[config.mk]
export PLATFORM = sky130hd
export DESIGN_NAME = xbar3_latch
export DESIGN_NICKNAME = d
export VERILOG_FILES = /design/src/rtl/xbar3_pkg.sv /design/src/rtl/xbar3_port_latch.sv /design/src/rtl/xbar3_out_mux.sv /design/src/rtl/xbar3_latch.sv
export SDC_FILE = /design/constraint.sdc
export NUM_CORES = 1
export LEC_CHECK = 0
export BUFFER_PORTS_ARGS = -buffer_cell sky130_fd_sc_hd__buf_2
export CAP_MARGIN = 20
export CORE_MARGIN = 2
export CORE_UTILIZATION = 40
export DETAILED_ROUTE_END_ITERATION = 8
export GPL_TIMING_DRIVEN = 1
export PLACE_DENSITY_LB_ADDON = 0.08
export SLEW_MARGIN = 10
export SYNTH_ARGS = -nofsm -noshare
export SYNTH_HDL_FRONTEND = slang
export SYNTH_SLANG_ARGS = --single-unit
[constraint.sdc]
create_clock -name clk -period 3.41 [get_ports clk]
set_input_delay 0.341 -clock clk [delete_from_list [all_inputs] [get_ports clk]]
set_output_delay 0.341 -clock clk [all_outputs]
set_load 0.03 [all_outputs]
[src/rtl/xbar3_pkg.sv]
package xbar3_pkg;
  typedef enum logic [1:0] {
    SRC_A    = 2'b00,
    SRC_B    = 2'b01,
    SRC_C    = 2'b10,
    SRC_ZERO = 2'b11
  } src_sel_e;
  localparam int unsigned NUM_PORTS = 3;
  localparam int unsigned PORT_C_IDX = 2;
endpackage

[src/rtl/xbar3_port_latch.sv]
module xbar3_port_latch #(
  parameter int unsigned DW = 9
) (
  input  logic          clk,
  input  logic          rst_n,
  input  logic          le,
  input  logic [DW-1:0] din,
  output logic [DW-1:0] q
);
  logic [DW-1:0] held_q;
  logic [DW-1:0] held_d;

  always_comb begin
    held_d = held_q;
    if (le) held_d = din;
  end

  always_ff @(posedge clk or negedge rst_n) begin
    if (!rst_n) held_q <= '0;
    else if (le) held_q <= held_d;
  end

  always_comb q = le ? din : held_q;

  // with the enable low on two consecutive edges, the latch output does not move
  p_hold_r3: assert property (@(posedge clk) disable iff (!rst_n)
    !le |=> (le || q == $past(q)));
endmodule

[src/rtl/xbar3_out_mux.sv]
module xbar3_out_mux
  import xbar3_pkg::*;
#(
  parameter int unsigned DW = 9,
  parameter bit ALLOW_INV = 1'b1
) (
  input  logic          clk,
  input  logic          rst_n,
  input  logic [DW-1:0] src_a,
  input  logic [DW-1:0] src_b,
  input  logic [DW-1:0] src_c,
  input  logic [1:0]    sel,
  input  logic          par_inv,
  input  logic          oe,
  output logic [DW-1:0] dout,
  output logic [DW-1:0] dout_en
);
  localparam int unsigned PB = DW - 1;
  logic [DW-1:0] picked;
  logic [DW-1:0] inv_mask;

  always_comb begin
    unique case (src_sel_e'(sel))
      SRC_A:   picked = src_a;
      SRC_B:   picked = src_b;
      SRC_C:   picked = src_c;
      default: picked = '0;
    endcase
  end

  generate
    if (ALLOW_INV) begin : g_inv
      always_comb begin
        inv_mask = '0;
        inv_mask[PB] = par_inv && (src_sel_e'(sel) == SRC_C);
      end
      // C-sourced output has only the parity bit flipped when inversion is on
      p_inv_r7: assert property (@(posedge clk) disable iff (!rst_n)
        (par_inv && sel == 2'b10) |->
          (dout[PB] != src_c[PB] && dout[PB-1:0] == src_c[PB-1:0]));
    end else begin : g_noinv
      always_comb inv_mask = '0;
      // this port never alters the C word
      p_no_inv_r8: assert property (@(posedge clk) disable iff (!rst_n)
        (sel == 2'b10) |-> (dout == src_c));
    end
  endgenerate

  always_comb begin
    dout    = picked ^ inv_mask;
    dout_en = {DW{oe & rst_n}};
  end

  // the unused code yields zeros
  p_zero_r5: assert property (@(posedge clk) disable iff (!rst_n)
    (sel == 2'b11) |-> (dout == '0));
endmodule

[src/rtl/xbar3_latch.sv]
module xbar3_latch
  import xbar3_pkg::*;
#(
  parameter int unsigned DW = 9
) (
  input  logic          clk,
  input  logic          rst_n,
  input  logic [DW-1:0] a_in,
  input  logic [DW-1:0] b_in,
  input  logic [DW-1:0] c_in,
  input  logic          a_le,
  input  logic          b_le,
  input  logic          c_le,
  input  logic          a_oe,
  input  logic          b_oe,
  input  logic          c_oe,
  input  logic [1:0]    a_sel,
  input  logic [1:0]    b_sel,
  input  logic [1:0]    c_sel,
  input  logic          par_inv,
  output logic [DW-1:0] a_out,
  output logic [DW-1:0] b_out,
  output logic [DW-1:0] c_out,
  output logic [DW-1:0] a_out_en,
  output logic [DW-1:0] b_out_en,
  output logic [DW-1:0] c_out_en
);
  logic [1:0]    sync_q;
  logic [1:0]    sync_d;
  logic          rst_sync_n;
  logic [DW-1:0] pin_in  [NUM_PORTS];
  logic          pin_le  [NUM_PORTS];
  logic          pin_oe  [NUM_PORTS];
  logic [1:0]    pin_sel [NUM_PORTS];
  logic [DW-1:0] lat_q   [NUM_PORTS];
  logic [DW-1:0] pin_out [NUM_PORTS];
  logic [DW-1:0] pin_en  [NUM_PORTS];

  always_comb sync_d = {sync_q[0], 1'b1};

  always_ff @(posedge clk or negedge rst_n) begin
    if (!rst_n) sync_q <= '0;
    else        sync_q <= sync_d;
  end

  always_comb rst_sync_n = sync_q[1];

  always_comb begin
    pin_in[0] = a_in;  pin_in[1] = b_in;  pin_in[2] = c_in;
    pin_le[0] = a_le;  pin_le[1] = b_le;  pin_le[2] = c_le;
    pin_oe[0] = a_oe;  pin_oe[1] = b_oe;  pin_oe[2] = c_oe;
    pin_sel[0] = a_sel; pin_sel[1] = b_sel; pin_sel[2] = c_sel;
  end

  generate
    for (genvar p = 0; p < NUM_PORTS; p++) begin : g_port
      xbar3_port_latch #(.DW(DW)) u_lat (
        .clk  (clk),
        .rst_n(rst_sync_n),
        .le   (pin_le[p]),
        .din  (pin_in[p]),
        .q    (lat_q[p])
      );
      xbar3_out_mux #(.DW(DW), .ALLOW_INV(p != PORT_C_IDX)) u_mux (
        .clk    (clk),
        .rst_n  (rst_sync_n),
        .src_a  (lat_q[0]),
        .src_b  (lat_q[1]),
        .src_c  (lat_q[2]),
        .sel    (pin_sel[p]),
        .par_inv(par_inv),
        .oe     (pin_oe[p]),
        .dout   (pin_out[p]),
        .dout_en(pin_en[p])
      );
    end
  endgenerate

  always_comb begin
    a_out = pin_out[0]; b_out = pin_out[1]; c_out = pin_out[2];
    a_out_en = pin_en[0]; b_out_en = pin_en[1]; c_out_en = pin_en[2];
  end

  // no port drives while the synchronised reset is held
  always_comb begin
    if (!rst_sync_n) begin
      p_quiet_r1: assert ((a_out_en | b_out_en | c_out_en) == '0);
    end
  end

  // port A reading back its own latch shows what port A fed in while transparent
  p_readback_r6: assert property (@(posedge clk) disable iff (!rst_sync_n)
    (a_le && a_sel == 2'b00) |-> (a_out == a_in));
endmodule

Word level (Yosys, flattened, before mapping):

Cells that the tools add are included.

* eq/ne operators: 6
* mux-type cells: 6
* bitwise gates (word level): 5
* reductions and logical operators: 5

Operators by type and width (number)
* $pmux 9 s3: 3
* $mux 9: 3
* $xor 9x9->9: 2
* $eq 2x1->1 const B: 3
* $eq 2x2->1 const B: 3
* $logic_not 2->1: 3
* $and 1x1->1: 3
* $logic_and 1x1->1: 2

* register bits after elaboration: 29
* bits of input ports: 42
* output and inout bits: 54

Longest topological paths before layout:

* depth in word-level cells: 3
* mapped depth: 4
* gate-level depth less buffers: 3

By module:

A second synthesis with hierarchy kept.

* cell total of the unflattened synthesis: 171
* area, all modules: 1998.2 µm²

By module, submodules not included
* xbar3_port_latch: instances 3, cells each 19, area an instance 371.6 µm²
* xbar3_out_mux (g_port[0].u_mux ...): instances 2, cells each 40, area an instance 271.5 µm²
* xbar3_out_mux (g_port[2].u_mux): instances 1, cells each 31, area an instance 286.5 µm²
* xbar3_latch: instances 1, cells each 3, area an instance 53.8 µm²

Worst setup path before layout:

Ideal clock, no wire load.

* path type: register to output
* start: reg sync_q[1]
* end: out a_out_en[1]
* arrival time: 1.697 ns
* setup slack: 1.372 ns
* stages on the path, launching flop included: 3
* path buffers: 1
* cell sequence: dfrtp_1 > and2_1 > buf_4

* word-level cells in the longest chain between the ends: 1

RTL lines
* from (decl): RTL line xbar3_latch.sv:28 `logic [1:0] sync_q;`
* from (signal assigned): RTL line xbar3_latch.sv:43 `else sync_q <= sync_d;`
* $and 1x1->1: RTL line xbar3_out_mux.sv:51 `dout_en = {DW{oe & rst_n}};`
* to (decl): RTL line xbar3_latch.sv:24 `output logic [DW-1:0] a_out_en,`

No other way between the ends.

Worst setup path after layout:

* start: in b_sel[1]
* end: out b_out[8]

* word-level cells in the longest chain between the ends: 3
* elaborated cells between the ends (all ways): 6
* those cells by class: eq/ne (2); mux (1); bitwise (1); reduce/logical (2)

RTL lines
* from (decl): RTL line xbar3_latch.sv:18 `input logic [1:0] b_sel,`
* $eq 2x2->1, or another cell as far along: RTL line xbar3_out_mux.sv:23, xbar3_out_mux.sv:35
* $pmux 9 s3 or $logic_and 1x1->1 (tied branches): RTL line xbar3_out_mux.sv:23, xbar3_out_mux.sv:35
* $xor 9x9->9 (*): RTL line xbar3_out_mux.sv:50 `dout = picked ^ inv_mask;`
* to (decl): RTL line xbar3_latch.sv:22 `output logic [DW-1:0] b_out,`

Mark *: on every way between the ends. The rest lies on a longest branch, timed or not.

==> summary.md <==
| Metric | Value |
|---|---|
| Clock Skews | 4.964 ps |
| Synth area leader | dfrtp_1 |
| Core area | 4294 um2 |
| Synth cell types | 19 |
| Setup TNS after final layout | 0 ps |
| Overflow after GRT | 0 |
| PwrDens | 460.7 nW/um2 |
| Mapped Area | 1754 um2 |
| Syn Nets | 225 |
| Max Freq | 0.5168 GHz |
| RSZ-0062 raised after global routing | no |
| Final WS setup | 1475 ps |
| Flop pwr share | 38.7% |
| Synthesis Warnings | 0 |
| Crit Path Class | in2out |
| Area grow syn2layout | 23.61% |
| Die area | 4931 um2 |
| Vias | 1544 |
| Outcome | finished clean |
| Routed Antenna Nets | 0 |
| Comb pwr share | 34.4% |
| Placement Rows | 24 |
| Yosys reg bits | 29 |
| Critical Path Fanout Max | 9 |
| DR iter-0 viols | 97 |
| Slowest cell delay on critical path | 620 ps |
| Synth area leaders | dfrtp_1, mux2_2, a22oi_1, buf_4, nand2_1 |
| Clock latency on the worst-skew pair | 280 ps |
| Hold WC Path Type | reg2async |
| Final setup fails | 0 |
| Largest net degree at the start of global routing | 19 |
| Worst EP arrival | 1590 ps |
| Clock-pin slew on the worst setup and hold paths | 60 ps |
| Net Switching | 363.6 uW |
| Routed length per instance | 14.92 um |
| Req. time, crit path | 3070 ps |
| Cell Area, Placed | 2078 um2 |
| TritonCTS clock tree | done |
| Pleak | 1.166 nW |
| Nets | 296 |
| Post-synthesis cell count | 183 |
| Worst-Margin Slew | 764.5 ps |
| Port Buffers | 95 |
| RR Startpoint | sync_q[1]$_DFF_PN0_ |
| Synth top area share | 41.37% |
| Critical path endpoint category | primary output |
| Crit-path leading delay family | simple AND/OR/NAND/NOR gates |
| Post-placement cell count | 298 |
| Placer Congestion | 0.8261 |
| DIE HEIGHT | 70.22 um |
| Avg Inst Size Synth | 9.586 um2 |
| Starting Density | 40.85% |
| Chip Width | 70.22 um |
| Final hold violations | 0 |
| Antenna diodes | 0 |
| CP Launch Type | input pin |
| Vias in the first global route | 1389 |
| CP max-delay cell | nor2b_1 |
| Detail Placement HPWL | 3466 um |
| Final slew viol count | 0 |
| Clk sink count | 29 |
| Clk buf depth | 2 |
| All-layer global routing usage | 18.65% |
| Vias per cell | 5.029 |
| Final instance area | 2168 um2 |
| WP buf/inv | 3 |
| Initial antenna violation count | 0 |
| Cts repair resizes | 0 |
| Sw Ratio | 36.40% |
| Layout cells sized above 1 | 49.41% |
| CP most frequent cell | buf_2 |
| VDD IR max | 269.6 uV |
| Cts bufs inserted | 5 |
| Fin crit share | 56.75% |
| Drt pass-1 iters | 4 |
| Pint | 635.3 uW |
| Post-synthesis sequential area ratio | 41.37% |
| Final cell count without fillers | 307 |
| Overall Power | 998.9 uW |
| CP Cell Sequence | buf_2, nor2b_1, inv_1, o21ai_0, buf_2 |
| H-tree levels | 2 |
| Clock Tree Root | clkbuf_8 |
| Clock power frac | 26.9% |
| Drt drc | 0 |
| Io pins | 96 |
| Tmin final | 1935 ps |
| First-pass GRT wire length | 6913 um |
| Routed Wire Length | 4580 um |
| Max-cap violations | 0 |
| Relative slew slack | 48.93% |
| Crit path from | b_sel[1] |
| Worst slack at placement | 1469 ps |
[cell usage after synthesis, drive strengths merged]
master,instances
nor2,3
inv,4
xnor2,1
clkbuf,4
dfrtp,29
conb,1
a22oi,24
and2,6
mux2,25
nor2b,6
mux2i,2
nand2,44
buf,29
o21ai,2
a221o,3
[cell usage in the layout, fill, tap and decap left out, types with 4 or more instances in the layout]
| cell type | synthesis | layout |
|---|---|---|
| dfrtp_1 | 29 | 29 |
| mux2_2 | 24 | 24 |
| clkbuf_8 | 0 | 5 |
| a22oi_1 | 24 | 24 |
| nor2b_1 | 6 | 6 |
| nand2_1 | 44 | 44 |
| inv_1 | 4 | 4 |
| and2_1 | 6 | 6 |
| buf_2 | 2 | 95 |
[layer usage]
metal | vias up | global-route usage (%) | part of all wire, %
met5 | - | 0 | 0
met4 | 0 | 8.547 | 2.4
met3 | 8 | 5.051 | 9.2
met2 | 91 | 26.73 | 45
met1 | 704 | 26.16 | 43
li1 | 741 | - | -
[kinds of logic after synthesis]
group           after synthesis  synth area share [%]
simple gates                 59                 14.34
buf+inv                      37                 13.62
compound gates               29                 12.55
flops                        29                 41.37
mux                          27                 17.40
xor+xnor                      1                0.4994
other cells                   1                0.2138
[state kept, by name, summed over array words and instances, names as in the netlist]
name,cells
sync_q,2
g_port.u_lat.held_q,27
[power by group through the flow]
stage / Clock, mW / Sequential [mW] / Combinational (mW)
after floorplan: 0 / 0.393 / 0.257
after global placement: 0 / 0.392 / 0.343
after detailed placement: 0 / 0.394 / 0.344
after CTS: 0.278 / 0.388 / 0.346
after global routing: 0.291 / 0.390 / 0.367
final: 0.269 / 0.387 / 0.343
[layout make-up]
cell class | count | area [um2]
fill | 418 | 2126
multi-input combinational | 117 | 789.5
sequential | 29 | 725.7
timing repair buffer | 97 | 493.0
clock buffer | 8 | 80.08
tap | 52 | 65.06
inverter | 4 | 15.01
[worst paths after layout]
| path | endpoint | slack [ps] | depth (start not counted) |
|---|---|---|---|
| setup / recovery | b_out[8] | 1470 | 5 |
| hold / removal | g_port[2].u_lat.held_q[1]$_DFF_PN0_ | 180 | 0 |
| setup reg to reg | g_port[0].u_lat.held_q[5]$_DFF_PN0_ | 2610 | 1 |
| hold reg to reg | g_port[2].u_lat.held_q[1]$_DFF_PN0_ | 180 | 0 |
| max in group asynchronous | g_port[0].u_lat.held_q[5]$_DFF_PN0_ | 2610 | 1 |
| min in group clk | g_port[2].u_lat.held_q[2]$_DFF_PN0_ | 330 | 2 |
[timing repair]
| item | in CTS | in global routing |
|---|---|---|
| setup endpoints to repair | 0 | 0 |
| hold buffers | 1 | 0 |
| buffers inserted | 0 | 0 |
| endpoints found under the hold margin | 2 | 0 |
[metrics by stage]
stage                     util, %  hold WS, ps
after global routing        50.50        229.3
after global placement      48.40        130.0
after detailed placement    48.40        132.2
after CTS                   50.50        207.6
after floorplan                 -        45.41
final                       50.50        183.2
Power figures use the tool's default switching activity.
